<file path="src/rtl/mmbus_pkg.sv">
package mmbus_pkg;

    typedef enum logic [2:0] {
        PH_IDLE,
        PH_ADDR,
        PH_STROBE,
        PH_WAIT,
        PH_DONE,
        PH_RELEASE,
        PH_HELD
    } bus_phase_e;

    typedef struct packed {
        logic ale;
        logic den_n;
        logic dt_r;
        logic m_io;
        logic rd_n;
        logic wr_n;
        logic ctrl_oe;
    } bus_pins_t;

    typedef struct packed {
        logic mem_rd;
        logic mem_wr;
        logic io_rd;
        logic io_wr;
    } bus_cmd_t;

    localparam logic [2:0] CODE_IO_RD  = 3'd1;
    localparam logic [2:0] CODE_IO_WR  = 3'd2;
    localparam logic [2:0] CODE_MEM_RD = 3'd5;
    localparam logic [2:0] CODE_MEM_WR = 3'd6;

    function automatic bus_cmd_t decode_cmd(input logic [2:0] idx);
        bus_cmd_t c;
        c = '0;
        case (idx)
            CODE_IO_RD:  c.io_rd  = 1'b1;
            CODE_IO_WR:  c.io_wr  = 1'b1;
            CODE_MEM_RD: c.mem_rd = 1'b1;
            CODE_MEM_WR: c.mem_wr = 1'b1;
            default:     c = '0;
        endcase
        return c;
    endfunction

    function automatic logic in_strobe(input bus_phase_e ph);
        return (ph == PH_STROBE) || (ph == PH_WAIT) || (ph == PH_DONE);
    endfunction

endpackage

</file>
<file path="src/rtl/mmbus_fsm.sv">
module mmbus_fsm
    import mmbus_pkg::*;
(
    input  logic       clk,
    input  logic       rst,
    input  logic       req_valid,
    input  logic       req_write,
    input  logic       hold,
    input  logic       ready,
    output bus_phase_e phase,
    output logic       accept,
    output logic       cur_write,
    output logic       capture,
    output logic       done,
    output logic       hlda
);

    bus_phase_e nxt;

    always_comb begin
        nxt    = phase;
        accept = 1'b0;
        case (phase)
            PH_IDLE: begin
                if (hold) begin
                    nxt = PH_RELEASE;
                end else if (req_valid) begin
                    nxt    = PH_ADDR;
                    accept = 1'b1;
                end
            end
            PH_ADDR:    nxt = PH_STROBE;
            PH_STROBE:  nxt = cur_write ? PH_DONE : PH_WAIT;
            PH_WAIT:    nxt = ready ? PH_DONE : PH_WAIT;
            PH_DONE:    nxt = PH_IDLE;
            PH_RELEASE: nxt = hold ? PH_HELD : PH_IDLE;
            PH_HELD:    nxt = hold ? PH_HELD : PH_IDLE;
            default:    nxt = PH_IDLE;
        endcase
    end

    assign capture = (phase == PH_DONE) && !cur_write;

    always_ff @(posedge clk) begin
        if (rst) begin
            phase     <= PH_IDLE;
            cur_write <= 1'b0;
            done      <= 1'b0;
            hlda      <= 1'b0;
        end else begin
            phase <= nxt;
            done  <= (phase == PH_DONE);
            hlda  <= (nxt == PH_HELD);
            if (accept) begin
                cur_write <= req_write;
            end
        end
    end

    // writes never enter the wait phase
    p_write_nowait_r5: assert property (@(posedge clk) disable iff (rst)
        (phase == PH_WAIT) |-> !cur_write);

    // the bus is released only from an idle boundary
    p_hold_boundary_r10: assert property (@(posedge clk) disable iff (rst)
        (phase == PH_RELEASE) |-> $past(phase == PH_IDLE));

    // an accepted request always opens with the address phase
    p_accept_idle_r12: assert property (@(posedge clk) disable iff (rst)
        accept |=> (phase == PH_ADDR));

endmodule

</file>
<file path="src/rtl/mmbus_dpath.sv">
module mmbus_dpath
    import mmbus_pkg::*;
#(
    parameter int ADDR_W = 20,
    parameter int DATA_W = 16
) (
    input  logic              clk,
    input  logic              rst,
    input  bus_phase_e        phase,
    input  logic              accept,
    input  logic              capture,
    input  logic              cur_write,
    input  logic              req_mem,
    input  logic [ADDR_W-1:0] req_addr,
    input  logic [DATA_W-1:0] req_wdata,
    input  logic [DATA_W-1:0] ad_in,
    output bus_pins_t         pins,
    output logic [ADDR_W-1:0] ad_out,
    output logic              ad_oe,
    output logic [DATA_W-1:0] rd_data
);

    localparam int PAD_W = ADDR_W - DATA_W;

    logic [ADDR_W-1:0] addr_q;
    logic [DATA_W-1:0] wdata_q;
    logic              mem_q;
    logic [ADDR_W-1:0] wdata_wide;
    logic              strobing;
    logic              busy;
    logic              released;

    generate
        if (PAD_W > 0) begin : g_pad
            assign wdata_wide = {{PAD_W{1'b0}}, wdata_q};
        end else begin : g_nopad
            assign wdata_wide = wdata_q[ADDR_W-1:0];
        end
    endgenerate

    always_ff @(posedge clk) begin
        if (rst) begin
            addr_q  <= '0;
            wdata_q <= '0;
            mem_q   <= 1'b0;
            rd_data <= '0;
        end else begin
            if (accept) begin
                addr_q  <= req_addr;
                wdata_q <= req_wdata;
                mem_q   <= req_mem;
            end
            if (capture) begin
                rd_data <= ad_in;
            end
        end
    end

    assign strobing = in_strobe(phase);
    assign busy     = strobing || (phase == PH_ADDR);
    assign released = (phase == PH_RELEASE) || (phase == PH_HELD);

    always_comb begin
        pins.ale     = (phase == PH_ADDR);
        pins.den_n   = !strobing;
        pins.dt_r    = busy && cur_write;
        pins.m_io    = mem_q;
        pins.rd_n    = !(strobing && !cur_write);
        pins.wr_n    = !(strobing && cur_write);
        pins.ctrl_oe = !released;
    end

    always_comb begin
        ad_out = '0;
        ad_oe  = 1'b0;
        if (phase == PH_ADDR) begin
            ad_out = addr_q;
            ad_oe  = 1'b1;
        end else if (strobing && cur_write) begin
            ad_out = wdata_wide;
            ad_oe  = 1'b1;
        end
    end

endmodule

</file>
<file path="src/rtl/mmbus_cmd_dec.sv">
module mmbus_cmd_dec
    import mmbus_pkg::*;
(
    input  logic     clk,
    input  logic     rst,
    input  logic     en,
    input  logic     m_io,
    input  logic     rd_n,
    input  logic     wr_n,
    output bus_cmd_t cmd
);

    logic [2:0] idx;

    assign idx = {m_io, rd_n, wr_n};
    assign cmd = en ? decode_cmd(idx) : '0;

    // at most one command strobe at a time
    p_cmd_onehot_r8: assert property (@(posedge clk) disable iff (rst)
        $onehot0(cmd));

endmodule

</file>
<file path="src/rtl/mmbus_ctrl.sv">
module mmbus_ctrl
    import mmbus_pkg::*;
#(
    parameter int ADDR_W = 20,
    parameter int DATA_W = 16
) (
    input  logic              clk,
    input  logic              rst,
    input  logic              req_valid,
    input  logic              req_write,
    input  logic              req_mem,
    input  logic [ADDR_W-1:0] req_addr,
    input  logic [DATA_W-1:0] req_wdata,
    output logic              cyc_done,
    output logic [DATA_W-1:0] rd_data,
    input  logic              ready,
    input  logic              hold,
    output logic              hlda,
    output logic              ale,
    output logic              den_n,
    output logic              dt_r,
    output logic              m_io,
    output logic              rd_n,
    output logic              wr_n,
    output logic              ctrl_oe,
    output logic [ADDR_W-1:0] ad_out,
    output logic              ad_oe,
    input  logic [DATA_W-1:0] ad_in,
    output logic              cmd_mem_rd,
    output logic              cmd_mem_wr,
    output logic              cmd_io_rd,
    output logic              cmd_io_wr
);

    bus_phase_e phase;
    logic       accept;
    logic       cur_write;
    logic       capture;
    bus_pins_t  pins;
    bus_cmd_t   cmd;

    mmbus_fsm u_fsm (
        .clk       (clk),
        .rst       (rst),
        .req_valid (req_valid),
        .req_write (req_write),
        .hold      (hold),
        .ready     (ready),
        .phase     (phase),
        .accept    (accept),
        .cur_write (cur_write),
        .capture   (capture),
        .done      (cyc_done),
        .hlda      (hlda)
    );

    mmbus_dpath #(.ADDR_W(ADDR_W), .DATA_W(DATA_W)) u_dpath (
        .clk       (clk),
        .rst       (rst),
        .phase     (phase),
        .accept    (accept),
        .capture   (capture),
        .cur_write (cur_write),
        .req_mem   (req_mem),
        .req_addr  (req_addr),
        .req_wdata (req_wdata),
        .ad_in     (ad_in),
        .pins      (pins),
        .ad_out    (ad_out),
        .ad_oe     (ad_oe),
        .rd_data   (rd_data)
    );

    assign ale     = pins.ale;
    assign den_n   = pins.den_n;
    assign dt_r    = pins.dt_r;
    assign m_io    = pins.m_io;
    assign rd_n    = pins.rd_n;
    assign wr_n    = pins.wr_n;
    assign ctrl_oe = pins.ctrl_oe;

    mmbus_cmd_dec u_dec (
        .clk  (clk),
        .rst  (rst),
        .en   (pins.ctrl_oe),
        .m_io (pins.m_io),
        .rd_n (pins.rd_n),
        .wr_n (pins.wr_n),
        .cmd  (cmd)
    );

    assign cmd_mem_rd = cmd.mem_rd;
    assign cmd_mem_wr = cmd.mem_wr;
    assign cmd_io_rd  = cmd.io_rd;
    assign cmd_io_wr  = cmd.io_wr;

    // address strobe lasts a single clock
    p_ale_single_r2: assert property (@(posedge clk) disable iff (rst)
        ale |=> !ale);

    // data enable stays off during the address phase
    p_den_off_in_addr_r3: assert property (@(posedge clk) disable iff (rst)
        ale |-> den_n);

    // data enable falls right after the address phase
    p_den_after_ale_r3: assert property (@(posedge clk) disable iff (rst)
        $fell(den_n) |-> $past(ale));

    // direction is steady while data is enabled
    p_dt_stable_r4: assert property (@(posedge clk) disable iff (rst)
        (!den_n && $past(!den_n)) |-> $stable(dt_r));

    // read and write strobes are exclusive
    p_strobe_excl_r9: assert property (@(posedge clk) disable iff (rst)
        !(!rd_n && !wr_n));

    // the bus floats whenever hold is acknowledged
    p_float_hold_r11: assert property (@(posedge clk) disable iff (rst)
        hlda |-> (!ctrl_oe && !ad_oe));

    // acknowledge only follows a clock of floated bus
    p_hlda_lag_r11: assert property (@(posedge clk) disable iff (rst)
        $rose(hlda) |-> $past(!ctrl_oe));

endmodule

</file>
<file path="config.mk">
export PLATFORM = sky130hd
export DESIGN_NAME = mmbus_ctrl
export DESIGN_NICKNAME = d
export VERILOG_FILES = /design/src/rtl/mmbus_pkg.sv /design/src/rtl/mmbus_fsm.sv /design/src/rtl/mmbus_dpath.sv /design/src/rtl/mmbus_cmd_dec.sv /design/src/rtl/mmbus_ctrl.sv
export SDC_FILE = /design/constraint.sdc
export NUM_CORES = 1
export LEC_CHECK = 0
export ABC_AREA = 1
export BUFFER_PORTS_ARGS = -buffer_cell sky130_fd_sc_hd__buf_2
export CAP_MARGIN = 25
export CORE_MARGIN = 1
export CORE_UTILIZATION = 51
export DETAILED_ROUTE_END_ITERATION = 7
export GPL_TIMING_DRIVEN = 0
export PLACE_DENSITY = 0.91
export SLEW_MARGIN = 20
export SYNTH_ARGS = -nofsm -noshare
export SYNTH_HDL_FRONTEND = slang
export SYNTH_HIERARCHICAL = 1
export SYNTH_SLANG_ARGS = --single-unit
</file>
<file path="constraint.sdc">
create_clock -name clk -period 2.8 [get_ports clk]
set_input_delay 0.56 -clock clk [delete_from_list [all_inputs] [get_ports clk]]
set_output_delay 0.56 -clock clk [all_outputs]
set_load 0.01 [all_outputs]
</file>
==> impl_metrics.py, run 1 <==
metrics = {
    "power_and_ir_drop": {
        "power.total_mw": 2.72,
        "p_sw_mw": 1.05,
        "p_clk_frac": 0.237,
        "pwr-share-seq": 0.387,
        "p_leak_nw": 1.65,
        "powerDensity_nw_per_um2": 799,
        "p_int_mw": 1.67,
        "p_comb_frac": 0.376,
        "switching_share": 0.387,
        "ir_drop_v": 0.000474,
    },
    "clocking": {
        "clkTransAtPathRegs_ns": 0.07,
        "cts_sinks": 59,
        "post-cts-setup-buffers": 0,
        "ctsHoldBuffers": 0,
        "clk_latency_ns": 0.34,
        "cts_buffer_depth": 2,
        "cts_tree": "built",
        "ctsResizeCount": 0,
        "cts_buffers": 9,
        "root_buffer": "clkbuf_8",
        "h-tree-depth": 3,
    },
    "yosys": {
        "async_flop_share": 0,
        "synth_top_family_by_area": "simple AND/OR/NAND/NOR gates",
        "syn_nets": 426,
        "synth-compound-area-share": 0.109,
        "synth_adder_area_share": 0,
        "syn_avg_cell_area_um2": 7.13,
        "ys_warn_count": 6,
        "yosysTopAreaCell": "dfxtp_1",
        "synth_cells": 367,
        "synth.top_cells.by_area": "dfxtp_1 (45%), nand2_1 (22%), a21oi_1 (9.4%), nor2_1 (4.2%), nand3_2 (3.4%)",
        "netlist_area_um2": 2620,
        "yosys.area_share.simple": 0.345,
        "synth.most_common_cell": "nand2_1",
        "yosysSeqAreaShare": 0.451,
        "yosys.area.top_type_share": 0.451,
        "synth-xor-area-share": 0,
        "synth_cell_type_count": 24,
        "synth-edff-count": 0,
        "ys_ff_latch": 59,
        "synth-main-ff-cell": "dfxtp_1",
        "synth_mux_area_frac": 0,
        "synth_top_cells_by_count": "nand2_1 (150), dfxtp_1 (59), a21oi_1 (49), nor2_1 (29), inv_1 (19)",
    },
    "place": {
        "port_buffers": 108,
        "dpl_cell_area_um2": 3240,
        "place_congestion": 0.777,
        "dp_slack_ns": 0.802,
        "dp_hpwl_um": 5020,
    },
    "die": {
        "core_um2": 4820,
        "die-area_um2": 5420,
        "die_h_um": 73.6,
        "die_w_um": 73.6,
        "ios": 109,
        "row_count": 25,
        "initial_utilization": 0.543,
    },
    "timing": {
        "fmax_mhz": 422,
        "rsz0062_at_grt": "false",
        "relSlewSlack": 0.675,
        "maxSlewViolCount": 0,
        "min_period_ns": 2.37,
        "fin_worst_skew_ns": 0.00655,
        "finalWorstSetupSlack_ns": 0.432,
        "post-route-period-util": 0.846,
        "setup_tns_ns": 0,
        "setup_viol": 0,
        "final-hold-violation-count": 0,
        "tightest_slew_ns": 0.488,
    },
    "critical_path": {
        "r2r-end": "u_dpath/addr_q[0]$_SDFFE_PP0P_",
        "crit_path_end_kind": "output port",
        "r2r_cells": 7,
        "crit_path_start": "u_fsm/phase[2]$_SDFF_PP0_",
        "start_kind": "flop",
        "criticalPathCategory": "reg2out",
        "cp_max_fo": 10,
        "cp.required_ns": 2.24,
        "reg2reg_slack_ns": 1.26,
        "worstPathArrival_ns": 1.81,
        "r2r-start": "u_fsm/phase[0]$_SDFF_PP0_",
        "crit_path_end": "cmd_mem_wr",
    },
    "layout": {
        "fin_util": 0.706,
        "drive_gt1_frac": 0.330,
        "finalInstanceArea_um2": 3400,
        "n_antenna_cell": 0,
        "final_nets": 545,
        "regArea_um2": 1180,
        "area_delta_synth_final_pct": 30.0,
        "fillers": 423,
        "multi_input_area_um2": 1190,
    },
    "routing": {
        "drt_drc_violations_left": 0,
        "wl_per_cell_um": 12.4,
        "drt-vias-per-instance": 5.06,
        "drtPass1Iterations": 5,
        "routed_wirelength_um": 6900,
        "drt_iter0_markers": 159,
        "vias": 2821,
        "ant_nets": 0,
    },
    "grt": {
        "grt_util_met1": 0.299,
        "globalRouteOverflowTotal": 0,
        "grt_pass1_vias": 2561,
        "antenna_found_initial": 0,
        "grt_pass1_wl_um": 10700,
        "track_usage": 0.262,
        "use_met2": 0.468,
        "grt_max_degree": 11,
        "grt-busiest-layer": "met2",
        "use_met3": 0.0617,
    },
    "hold_path": {
        "hold_class": "reg2reg",
    },
    "status": {
        "status": "finished clean",
    },
    "flow_run": {
        "maxCapViolations": 0,
    },
}
[layout by cell type, fill, tap and decap left out, drive strengths merged, types with 3 or more instances in the layout]
master | synthesis | routed
nand2 | 152 | 152
buf | 20 | 128
dfxtp | 59 | 59
a21oi | 49 | 49
nor2 | 32 | 32
inv | 22 | 22
nand3 | 21 | 21
clkbuf | 3 | 13
clkinv | 0 | 5
a211oi | 4 | 4
nand4 | 3 | 3
[worst min path at each step]
stage                     depth (start not counted)                          endpoint                             start
after floorplan                                   2   u_dpath/addr_q[13]$_SDFFE_PP0P_   u_dpath/addr_q[13]$_SDFFE_PP0P_
after global placement                            2  u_dpath/rd_data[10]$_SDFFE_PP0P_  u_dpath/rd_data[10]$_SDFFE_PP0P_
after detailed placement                          2   u_dpath/rd_data[7]$_SDFFE_PP0P_   u_dpath/rd_data[7]$_SDFFE_PP0P_
after CTS                                         3  u_dpath/rd_data[15]$_SDFFE_PP0P_                         ad_in[15]
after global routing                              3   u_dpath/rd_data[3]$_SDFFE_PP0P_                          ad_in[3]
final                                             2   u_dpath/rd_data[7]$_SDFFE_PP0P_   u_dpath/rd_data[7]$_SDFFE_PP0P_
[power by group through the flow]
stage | logic [mW] | clock network (mW) | registers, mW
after floorplan | 0.708 | 0 | 1.07
after global placement | 0.983 | 0 | 1.06
after detailed placement | 1.01 | 0 | 1.07
after CTS | 1.02 | 0.655 | 1.05
after global routing | 1.12 | 0.689 | 1.07
final | 1.02 | 0.643 | 1.05
[per-stage QoR]
| step | hold WS (ns) | std cells |
|---|---|---|
| 2_1_floorplan | 0.439 | 367 |
| 3_3_place_gp | 0.445 | 542 |
| 3_5_place_dp | 0.448 | 542 |
| 4_1_cts | 0.452 | 558 |
| 5_1_grt | 0.462 | 558 |
| 6_report | 0.457 | 558 |
[sequential cells by signal, indices dropped and copies added (netlist names)]
name / flops
u_dpath/addr_q: 20
u_dpath/mem_q: 1
u_dpath/rd_data: 16
u_dpath/wdata_q: 16
u_fsm/cur_write: 1
u_fsm/done: 1
u_fsm/hlda: 1
u_fsm/phase: 3
[logic make-up after synthesis]
family | count (synthesis)
AND/OR/NAND/NOR | 209
buffers and inverters | 45
flip-flops | 59
AO/OA/AOI/OAI | 54
[cell type report]
type | instances | share of cell area
Sequential cell | 59 | 0.347
Timing Repair Buffer | 108 | 0.159
Clock inverter | 6 | 0.00957
Multi-Input combinational cell | 263 | 0.349
Inverter | 22 | 0.0250
Clock buffer | 10 | 0.0375
Tap cell | 67 | 0.0247
Buffer | 23 | 0.0478
[critical path: stages (launching register included)]
cell and delay, ns:
dfxtp_1 0.48, inv_1 0.16, nand2_1 0.13, nand2_4 0.12, buf_12 0.17, nand2_1 0.10
nand2_1 0.08, nor2_1 0.10, buf_2 0.14
[metal layers]
metal | wire, um | vias to the layer above
met5 | 0 | -
met4 | 116 | 0
met3 | 560 | 15
met2 | 3410 | 138
met1 | 2820 | 1271
li1 | - | 1397
Note: power is estimated with default switching activity, not from simulation.
==> inputs of run 2 (changes only) <==
--- a/config.mk
+++ b/config.mk
@@ -9,10 +9,10 @@
 export BUFFER_PORTS_ARGS = -buffer_cell sky130_fd_sc_hd__buf_2
 export CAP_MARGIN = 25
 export CORE_MARGIN = 1
-export CORE_UTILIZATION = 51
+export CORE_UTILIZATION = 43
 export DETAILED_ROUTE_END_ITERATION = 7
 export GPL_TIMING_DRIVEN = 0
-export PLACE_DENSITY = 0.91
+export PLACE_DENSITY = 0.83
 export SLEW_MARGIN = 20
 export SYNTH_ARGS = -nofsm -noshare
 export SYNTH_HDL_FRONTEND = slang
==> constraint.sdc (replaced) <==
create_clock -name clk -period 2.1 [get_ports clk]
set_input_delay 0.42 -clock clk [delete_from_list [all_inputs] [get_ports clk]]
set_output_delay 0.42 -clock clk [all_outputs]
set_load 0.01 [all_outputs]
==> run 2 against run 1 <==
Net effect: the run now ends with DRC left; routed wire length decreased by 1.8%; clock skew hardly changed; core utilization decreased by 11 points; sequential power is 33% higher; critical path type unchanged.
==> impl_metrics.py, run 2 (same netlist as run 1, synthesis figures left out) <==
metrics = {
    "grt": {
        "grt_pass1_vias": 2414,
        "antenna_found_initial": 0,
        "grt_pass1_wl_um": 10700,
        "track_usage": 0.220,
        "grt_max_degree": 11,
        "globalRouteOverflowTotal": 0,
    },
    "status": {
        "status": "complete, but fails checks",
        "violations": "DRC",
    },
    "die": {
        "row_count": 28,
        "die_h_um": 80,
        "die-area_um2": 6400,
        "core_um2": 5890,
        "initial_utilization": 0.445,
        "ios": 109,
        "die_w_um": 80,
    },
    "routing": {
        "drt_iter0_markers": 87,
        "routed_wirelength_um": 6780,
        "drtPass1Iterations": 6,
        "wl_per_cell_um": 12.0,
        "drt_drc_violations_left": 1,
        "vias": 2737,
        "ant_nets": 0,
        "drt-vias-per-instance": 4.83,
    },
    "timing": {
        "relSlewSlack": 0.702,
        "setup_tns_ns": 0,
        "maxSlewViolCount": 0,
        "rsz0062_at_grt": "false",
        "setup_viol": 0,
        "fin_worst_skew_ns": 0.00624,
        "tightest_slew_ns": 0.447,
        "min_period_ns": 1.96,
        "final-hold-violation-count": 0,
        "fmax_mhz": 510,
        "post-route-period-util": 0.934,
    },
    "critical_path": {
        "crit_path_start": "u_fsm/phase[2]$_SDFF_PP0_",
        "reg2reg_slack_ns": 0.39,
        "r2r-end": "u_dpath/addr_q[19]$_SDFFE_PP0P_",
        "cp_common_cell": "nand2_1",
        "r2r_cells": 9,
        "crit_path_top_delay_cell": "dfxtp_4",
        "path_cells": "inv_2, nand2_1, nand2_4, buf_12, nand2_2, inv_1, nand2_1, nor2_1, buf_2",
        "critPathMaxStageDelay_ns": 0.37,
        "worstPathArrival_ns": 1.54,
        "cp.required_ns": 1.68,
        "crit_path_end_kind": "output port",
        "criticalPathCategory": "reg2out",
        "r2r-start": "u_fsm/phase[0]$_SDFF_PP0_",
        "cp_max_fo": 10,
        "crit_path_end": "cmd_io_rd",
        "start_kind": "flop",
    },
    "clocking": {
        "cts_buffer_depth": 2,
        "h-tree-depth": 3,
        "cts_buffers": 9,
        "clkTransAtPathRegs_ns": 0.06,
        "root_buffer": "clkbuf_8",
        "cts_tree": "built",
        "clk_latency_ns": 0.33,
        "cts_sinks": 59,
    },
    "layout": {
        "finalInstanceArea_um2": 3490,
        "largest_reg_flops": 20,
        "n_antenna_cell": 0,
        "fillers": 561,
        "reg.largest.list": "u_dpath/addr_q: 20 flops, u_dpath/rd_data: 16 flops, u_dpath/wdata_q: 16 flops",
        "area_delta_synth_final_pct": 33.4,
        "top_register": "u_dpath/addr_q",
        "final_nets": 548,
        "drive_gt1_frac": 0.343,
        "multi_input_area_um2": 1190,
        "regArea_um2": 1190,
        "layout_common_cells": "nand2_1 (149), buf_2 (117), dfxtp_1 (56), a21oi_1 (49), nor2_1 (29)",
        "mostFrequentLayoutCell": "nand2_1",
    },
    "place": {
        "place_congestion": 0.918,
        "port_buffers": 108,
        "dpl_cell_area_um2": 3250,
        "dp_hpwl_um": 4980,
    },
    "hold_path": {
        "hold_class": "in2reg",
    },
    "power_and_ir_drop": {
        "powerDensity_nw_per_um2": 1110,
        "ir_drop_v": 0.000572,
        "p_leak_nw": 1.69,
    },
    "flow_run": {
        "maxCapViolations": 0,
    },
}
-- run 2: per-layer routing --
metal | track usage | vias up | wire length (um)
li1 | - | 1392 | -
met1 | 0.279 | 1215 | 2990
met2 | 0.334 | 113 | 3120
met3 | 0.0731 | 17 | 499
met4 | 0.109 | 0 | 165
met5 | 0 | - | 0
-- run 2: layout make-up --
class                      instances  share of cell area
buffer                            23              0.0466
clock buffer                      12              0.0473
clock inverter                     2              0.0100
inverter                          22              0.0244
multi-input combinational        263               0.342
sequential                        59               0.341
tap                               75              0.0269
timing repair buffer             111               0.161
-- run 2: worst max-delay path: cells and delay by family, from the launching register on --
family / cells / cell delay, ns
flip-flops: 1 / 0.37
buffers and inverters: 4 / 0.42
AND/OR/NAND/NOR: 5 / 0.41
-- run 2: power by group --
part,switching [mW],total (mW),internal [mW]
clock,0.417,1.05,0.630
sequential,0.111,1.40,1.29
combinational,0.860,1.43,0.568
total,1.39,3.87,2.49
-- run 2: worst min-delay path by stage --
stage | from | endpoint | slack [ns] | cells past startpoint
6_report | ad_in[15] | u_dpath/rd_data[15]$_SDFFE_PP0P_ | 0.33 | 3
5_1_grt | req_addr[10] | u_dpath/addr_q[10]$_SDFFE_PP0P_ | 0.32 | 3
4_1_cts | ad_in[15] | u_dpath/rd_data[15]$_SDFFE_PP0P_ | 0.31 | 3
3_5_place_dp | u_dpath/addr_q[14]$_SDFFE_PP0P_ | u_dpath/addr_q[14]$_SDFFE_PP0P_ | 0.45 | 2
3_3_place_gp | u_dpath/rd_data[9]$_SDFFE_PP0P_ | u_dpath/rd_data[9]$_SDFFE_PP0P_ | 0.45 | 2
2_1_floorplan | u_dpath/addr_q[13]$_SDFFE_PP0P_ | u_dpath/addr_q[13]$_SDFFE_PP0P_ | 0.44 | 2
-- run 2: stage by stage --
stage	setup slack [ns]	total power [mW]	cells	hold slack (ns)	utilization
after floorplan	0.391	2.37	367	0.439	-
after global placement	0.260	2.74	550	0.445	0.552
after detailed placement	0.204	2.78	550	0.451	0.552
after CTS	0.0114	3.85	565	0.314	0.588
after global routing	0.0153	4.13	567	0.322	0.593
final	0.139	3.87	567	0.329	0.593
-- run 2: timing repair --
| item | 4_1_cts | 5_1_grt |
|---|---|---|
| hold buffers | 0 | 0 |
| buffers inserted | 1 | 2 |
| gates resized for setup | 2 | 6 |
| endpoints found under the setup margin | 5 | 4 |
| pin swaps | 1 | 0 |
